### config.mk
export PLATFORM = sky130hd
export DESIGN_NAME = extSmiDetector
export DESIGN_NICKNAME = d
export VERILOG_FILES = /design/src/rtl/extSmiPkg.sv /design/src/rtl/extSmiSampler.sv /design/src/rtl/extSmiControl.sv /design/src/rtl/extSmiDetector.sv
export SDC_FILE = /design/constraint.sdc
export NUM_CORES = 1
export LEC_CHECK = 0
export ABC_AREA = 1
export BUFFER_PORTS_ARGS = -buffer_cell sky130_fd_sc_hd__buf_2
export CAP_MARGIN = 20
export CORE_AREA = 2 2 39 41
export DETAILED_ROUTE_END_ITERATION = 6
export DIE_AREA = 0 0 41 43
export SLEW_MARGIN = 20
export SYNTH_ARGS = -nofsm -noshare
export SYNTH_HDL_FRONTEND = slang
export SYNTH_SLANG_ARGS = --single-unit
### constraint.sdc
create_clock -name clk -period 1.09 [get_ports clk]
set_input_delay 0.1635 -clock clk [delete_from_list [all_inputs] [get_ports clk]]
set_output_delay 0.1635 -clock clk [all_outputs]
set_load 0.01 [all_outputs]
### src/rtl/extSmiPkg.sv
package extSmiPkg;
  typedef struct packed {
    logic accept;
    logic armed;
  } detStrobe_t;
endpackage

### src/rtl/extSmiSampler.sv
module extSmiSampler
  import extSmiPkg::*;
#(
  parameter int SYNC_DEPTH = 2,
  parameter int HIGH_MIN   = 4
) (
  input  logic       clk,
  input  logic       rstN,
  input  logic       pinLevel,
  input  logic       selfDrive,
  output detStrobe_t strobe
);
  localparam int CNT_W = $clog2(HIGH_MIN + 1);
  localparam logic [CNT_W-1:0] CNT_FULL = CNT_W'(HIGH_MIN);

  logic [SYNC_DEPTH-1:0] syncPipe;
  logic [SYNC_DEPTH-1:0] maskPipe;
  logic [CNT_W-1:0]      highCount;
  logic                  sampled;
  logic                  maskAny;

  // synchronizer and an aligned mask pipeline of equal depth
  always_ff @(posedge clk) begin
    if (!rstN) begin
      syncPipe <= '1;
      maskPipe <= '0;
    end else begin
      syncPipe <= {syncPipe[SYNC_DEPTH-2:0], pinLevel};
      maskPipe <= {maskPipe[SYNC_DEPTH-2:0], selfDrive};
    end
  end

  assign sampled = syncPipe[SYNC_DEPTH-1];
  assign maskAny = selfDrive | (|maskPipe);

  // run length of consecutive high samples, saturating
  always_ff @(posedge clk) begin
    if (!rstN)                       highCount <= '0;
    else if (!sampled || maskAny)    highCount <= '0;
    else if (highCount != CNT_FULL)  highCount <= highCount + 1'b1;
  end

  always_comb begin
    strobe.armed  = (highCount == CNT_FULL);
    strobe.accept = !sampled && strobe.armed && !maskAny;
  end

  // an accepted edge disarms, so two accepts never follow each other
  a_r4_single_accept: assert property (@(posedge clk) disable iff (!rstN)
    strobe.accept |=> !strobe.accept);

  // no acceptance while the block's own drive is active
  a_r8_self_drive_masked: assert property (@(posedge clk) disable iff (!rstN)
    $past(selfDrive) |-> !strobe.accept);
endmodule

### src/rtl/extSmiControl.sv
module extSmiControl
  import extSmiPkg::*;
(
  input  logic       clk,
  input  logic       rstN,
  input  detStrobe_t strobe,
  input  logic       smiEnable,
  input  logic       statusClear,
  output logic       smiStatus,
  output logic       smiN
);
  logic statusQ;

  // a new event wins over a clear in the same cycle
  always_ff @(posedge clk) begin
    if (!rstN)              statusQ <= 1'b0;
    else if (strobe.accept) statusQ <= 1'b1;
    else if (statusClear)   statusQ <= 1'b0;
  end

  assign smiStatus = statusQ;
  assign smiN      = !(statusQ && smiEnable);

  // an accepted edge is recorded on the next edge
  a_r2_accept_sets: assert property (@(posedge clk) disable iff (!rstN)
    strobe.accept |=> smiStatus);

  // the flag is sticky until cleared
  a_r3_sticky: assert property (@(posedge clk) disable iff (!rstN)
    (smiStatus && !statusClear) |=> smiStatus);

  // a clear without a competing event drops the flag
  a_r6_clear_drops: assert property (@(posedge clk) disable iff (!rstN)
    (statusClear && !strobe.accept) |=> !smiStatus);

  // the interrupt releases only through a clear or the enable going low
  a_r5_smi_release: assert property (@(posedge clk) disable iff (!rstN)
    $rose(smiN) |-> ($past(statusClear) || !smiEnable));
endmodule

### src/rtl/extSmiDetector.sv
module extSmiDetector
  import extSmiPkg::*;
#(
  parameter int SYNC_DEPTH = 2,
  parameter int HIGH_MIN   = 4
) (
  input  logic clk,
  input  logic rstN,
  input  logic extPinLevel,
  input  logic sirqSmiReq,
  input  logic smiEnable,
  input  logic statusClear,
  output logic pinDriveLow,
  output logic smiN,
  output logic smiStatus
);
  detStrobe_t strobe;

  // open drain: only ever pulls low
  assign pinDriveLow = sirqSmiReq;

  extSmiSampler #(.SYNC_DEPTH(SYNC_DEPTH), .HIGH_MIN(HIGH_MIN)) sampler (
    .clk       (clk),
    .rstN      (rstN),
    .pinLevel  (extPinLevel),
    .selfDrive (sirqSmiReq),
    .strobe    (strobe)
  );

  extSmiControl control (
    .clk         (clk),
    .rstN        (rstN),
    .strobe      (strobe),
    .smiEnable   (smiEnable),
    .statusClear (statusClear),
    .smiStatus   (smiStatus),
    .smiN        (smiN)
  );

  // the pad enable tracks the internal request in the same cycle
  a_r7_drive_tracks: assert property (@(posedge clk) disable iff (!rstN)
    $rose(sirqSmiReq) |-> pinDriveLow);
endmodule

======== Word-level counts from Yosys, hierarchy flattened ========
Index checks and enable logic that the tools add are counted.
W data, S select, Z words.
storage, ports and cells
  bits of input ports ..................... 6
  register bits ........................... 8
operators by class
  bitwise gates (word level) .............. 2
  $add $sub $neg .......................... 1
  eq/ne operators ......................... 2
  multiplexer cells ....................... 2
  reductions and logical operators ........ 10
operators by type and width
  cell                   number
  $reduce_or A2 Y1       2
  $add A3 B1 Y3 const B  1
  $eq A3 B3 Y1 const B   1
  $logic_and A1 B1 Y1    3
  $logic_not A1 Y1       3
  $ne A3 B3 Y1 const B   1
  $mux W1                2
  $reduce_bool A2 Y1     1
  $logic_or A1 B1 Y1     1
  $not A1 Y1             1
  $or A1 B1 Y1           1

======== Logic depth before layout (Yosys ltp) ========
  depth after elaboration ................. 5
  depth in mapped cells ................... 6
  depth with buffers taken out ............ 6

======== Modules after synthesis ========
A second synthesis with hierarchy kept.
second synthesis, totals
  cells, all modules ...................... 51
  area total of the unflattened synthesis .. 362.8 um^2
by module, submodules not included
  module          times used  area each (um^2)  sequential area each (um^2)  cells each
  extSmiSampler   1           307.8             140.1                        43
  extSmiControl   1           47.5              20.0                         7
  extSmiDetector  1           7.5               0.0                          1

======== Worst setup path before layout ========
OpenSTA, ideal clock, no wires.
  kind .................................... reg2reg
  from .................................... reg sampler.highCount[0]
  to ...................................... reg sampler.highCount[0]
  required time ........................... 0.974 ns
  path buffers ............................ 0
  stages on the path, launching flop included .. 7
  data arrival time ....................... 0.819 ns
  library setup time ...................... 0.116 ns
  period minus slack after synthesis ...... 0.935 ns
  setup slack ............................. 0.155 ns
  cells stage by stage .................... dfxtp_1 -> inv_1 -> ha_1 -> nand2_2 -> inv_2 -> nand2_1 -> a21oi_2
on the way
  word-level cells in the longest chain between the ends .. 1
  elaborated cells on any way between the ends .. 2
ends and longest elaborated chain
  what                                                  line                 text
  from (decl)                                           extSmiSampler.sv:18  logic [CNT_W-1:0] highCount;
  from (signal assigned)                                extSmiSampler.sv:40  else if (highCount != CNT_FULL) highCount <= highCount + 1'b1;
  $add A3 B1 Y3 / $ne A3 B3 Y1 (equally long branches)  extSmiSampler.sv:40
Parallel ways exist; a longest one is shown, timed or not.
A chain may end at the register's enable or synchronous reset.

======== Worst setup path in the final report ========
Ends and elaborated chain as after synthesis.

==> out/results.ini <==
[synth]
syn-num-nets=50
yosys.cell_types.count=15
syn_area_per_cell_sq_um=8.28
synth-compound-area-share=0.0647
synthTopCellsByArea=dfxtp_1 46%, inv_1 8.6%, nand2_1 7.6%, ha_1 7.2%, a21oi_2 5.0%
synth.top_cell.area_share=0.460
synth_top_area_cell=dfxtp_1
synth-xor-area-share=0.0252
ys_seq_area_frac=0.460
yosys.area_share.adder=0.0719
syn_area_sq_um=348
synth_warnings=0
synth_mux_area_frac=0
synth_top_family_by_area=simple AND/OR/NAND/NOR gates
synthCells=42
synth-simple-area-share=0.259
synth-seq-cells=8

[final_layout]
nNetsFinal=62
final_cell_mix=8 x inv_1, 8 x dfxtp_1, 8 x buf_2
design_area_sq_um=423
antennaDiodeCount=0
syn2layout_area_growth_pct=21.6
drive_gt1_frac=0.346

[floorplanning]
start_util=0.251
fp.dieH_um=43
core_sq_um=1380
io_pins=9
dieArea_sq_um=1760
num_rows=14
die_w_um=41

[power_and_ir_drop]
p_per_area_nw_per_um2=1360
peakVddDrop_mv=0.616
leakage_nw=0.214
total_power_uw=574

[worst_setup_path]
slowest_stage=dfxtp_1
cp_slowest_stage_delay_ns=0.35
startpoint=sampler.highCount[0]$_SDFFE_PP0P_
reg2reg_from=sampler.highCount[0]$_SDFFE_PP0P_
critPathRequiredTime_ns=1.28
path_buf_inv=1
critPathKind=flop to flop
critPathCaptureType=flop
crit_family=flip-flops
cp_max_fo=4
path_cells=inv_1 -> ha_1 -> nand2_2 -> nand2_1 -> a21oi_2
critPathLaunchType=flop
r2r-end=sampler.highCount[0]$_SDFFE_PP0P_
r2r_cells=5
cp_num_cells=5
r2r_setup_slack_ns=0.08
cp_data_arrival_time_ns=1.20
setup.worst_path.end=sampler.highCount[0]$_SDFFE_PP0P_

[sta]
fmaxAchievable_mhz=994
drv_slew=0
min_period_ns=1.01
rsz0062_at_grt=no
worstMarginPinSlew_ns=0.145
fin_skew_ns=0.00920
fin_crit_sh=0.923
hold-worst-slack_ns=0.0930
tns_ns=0
setup_viol=0
hold_viol_final=0
maxSlewHeadroom=0.903

[detailed_routing]
first_pass_iters=5
ant_nets=0
top_layer=met4
vias=264
drtIter0Drc=10
wl_per_cell_um=7.46
dr_wl_met2_um=183
wirelength_um=507
drc_errors=0
met1_length_um=261
vias_per_cell=3.88
wl_met3_um=47

[flow_run]
maxCapViolCount=0

[placement]
place_area_sq_um=400
place_congestion=0.709
port_buffers=8
dp_hpwl_um=386

[clocking]
cts_hold_buffers=0
htree_levels=1
postCtsResizedCells=0
cts_sinks=8
cts.clk_slew.worst_paths_ns=0.06
cts-root-buf=clkbuf_4
cts_tree=done
numCtsBuffers=3
clockBufferDepth=2
post_cts.repair.setup_buffers=0
clk-insertion-delay-late_ns=0.26

[global_route]
grt_pass1_vias=197
grt_use_total=0.0696
grt_max_degree=5
antenna_found_initial=0
grt_first_pass_wirelength_um=731
grt_overflow=0

[worst_hold_path]
min_from=extPinLevel
hp-class=primary input to flop

[outcome]
outcome=finished clean

-- cell families (layout without fill, tap and decap cells) --
kind of cell             count (synthesis)  in the layout
AO/OA/AOI/OAI                            3              3
XOR/XNOR                                 1              1
adder cells (fa/ha/maj)                  2              2
buffers and inverters                   10             20
flip-flops                               8              8
AND/OR/NAND/NOR                         18             18
-- state kept, by name, indices dropped and copies added (netlist names) --
name	cells
sampler.highCount	3
sampler.maskPipe	2
sampler.syncPipe	2
control.smiStatus	1
-- synthesized netlist by cell type (all sizes together) --
cell type / instances
inv: 9
buf: 1
nor2: 5
nand4: 1
a21oi: 3
ha: 2
nand2: 9
dfxtp: 8
xnor2: 1
nand3: 1
or2: 2
-- power breakdown --
part           switching (mW)  internal [mW]  total, mW
combinational          0.0215         0.0185     0.0400
sequential            0.00561          0.303      0.308
clock                   0.100          0.126      0.226
total                   0.127          0.447      0.574
-- how the worst min path moves through the flow --
stage	slack, ns	endpoint	cells past startpoint
floorplan	0.26	sampler.maskPipe[0]$_SDFF_PN0_	2
global placement	0.34	sampler.syncPipe[0]$_SDFF_PN1_	2
detailed placement	0.35	sampler.syncPipe[0]$_SDFF_PN1_	2
CTS	0.09	sampler.syncPipe[0]$_SDFF_PN1_	2
global route	0.09	sampler.syncPipe[0]$_SDFF_PN1_	2
finish	0.09	sampler.syncPipe[0]$_SDFF_PN1_	2
-- metrics by stage --
step | utilization | instances | setup slack, ns
floorplan | - | 42 | 0.155
global placement | 0.289 | 65 | 0.0964
detailed placement | 0.289 | 65 | 0.0965
CTS | 0.306 | 68 | 0.0858
global route | 0.306 | 68 | 0.00735
finish | 0.306 | 68 | 0.0840
-- metal layers --
layer | up-vias | track usage
li1 | 144 | -
met1 | 106 | 0.0814
met2 | 12 | 0.0719
met3 | 2 | 0.0314
met4 | 0 | 0.100
met5 | - | 0
-- layout make-up --
| class | count | area (sq um) |
|---|---|---|
| clock buffer | 3 | 22.5 |
| fill | 148 | 961 |
| inverter | 9 | 33.8 |
| tap | 16 | 20.0 |
| timing repair buffer | 8 | 40.0 |
| multi-input combinational | 24 | 146 |
| sequential | 8 | 160 |
-- worst register-to-register path, stage by stage, from the launching register on --
cell	delay (ns)
dfxtp_1	0.35
inv_1	0.07
ha_1	0.21
nand2_2	0.11
nand2_1	0.08
a21oi_2	0.13
(Power assumes the default switching activity.)
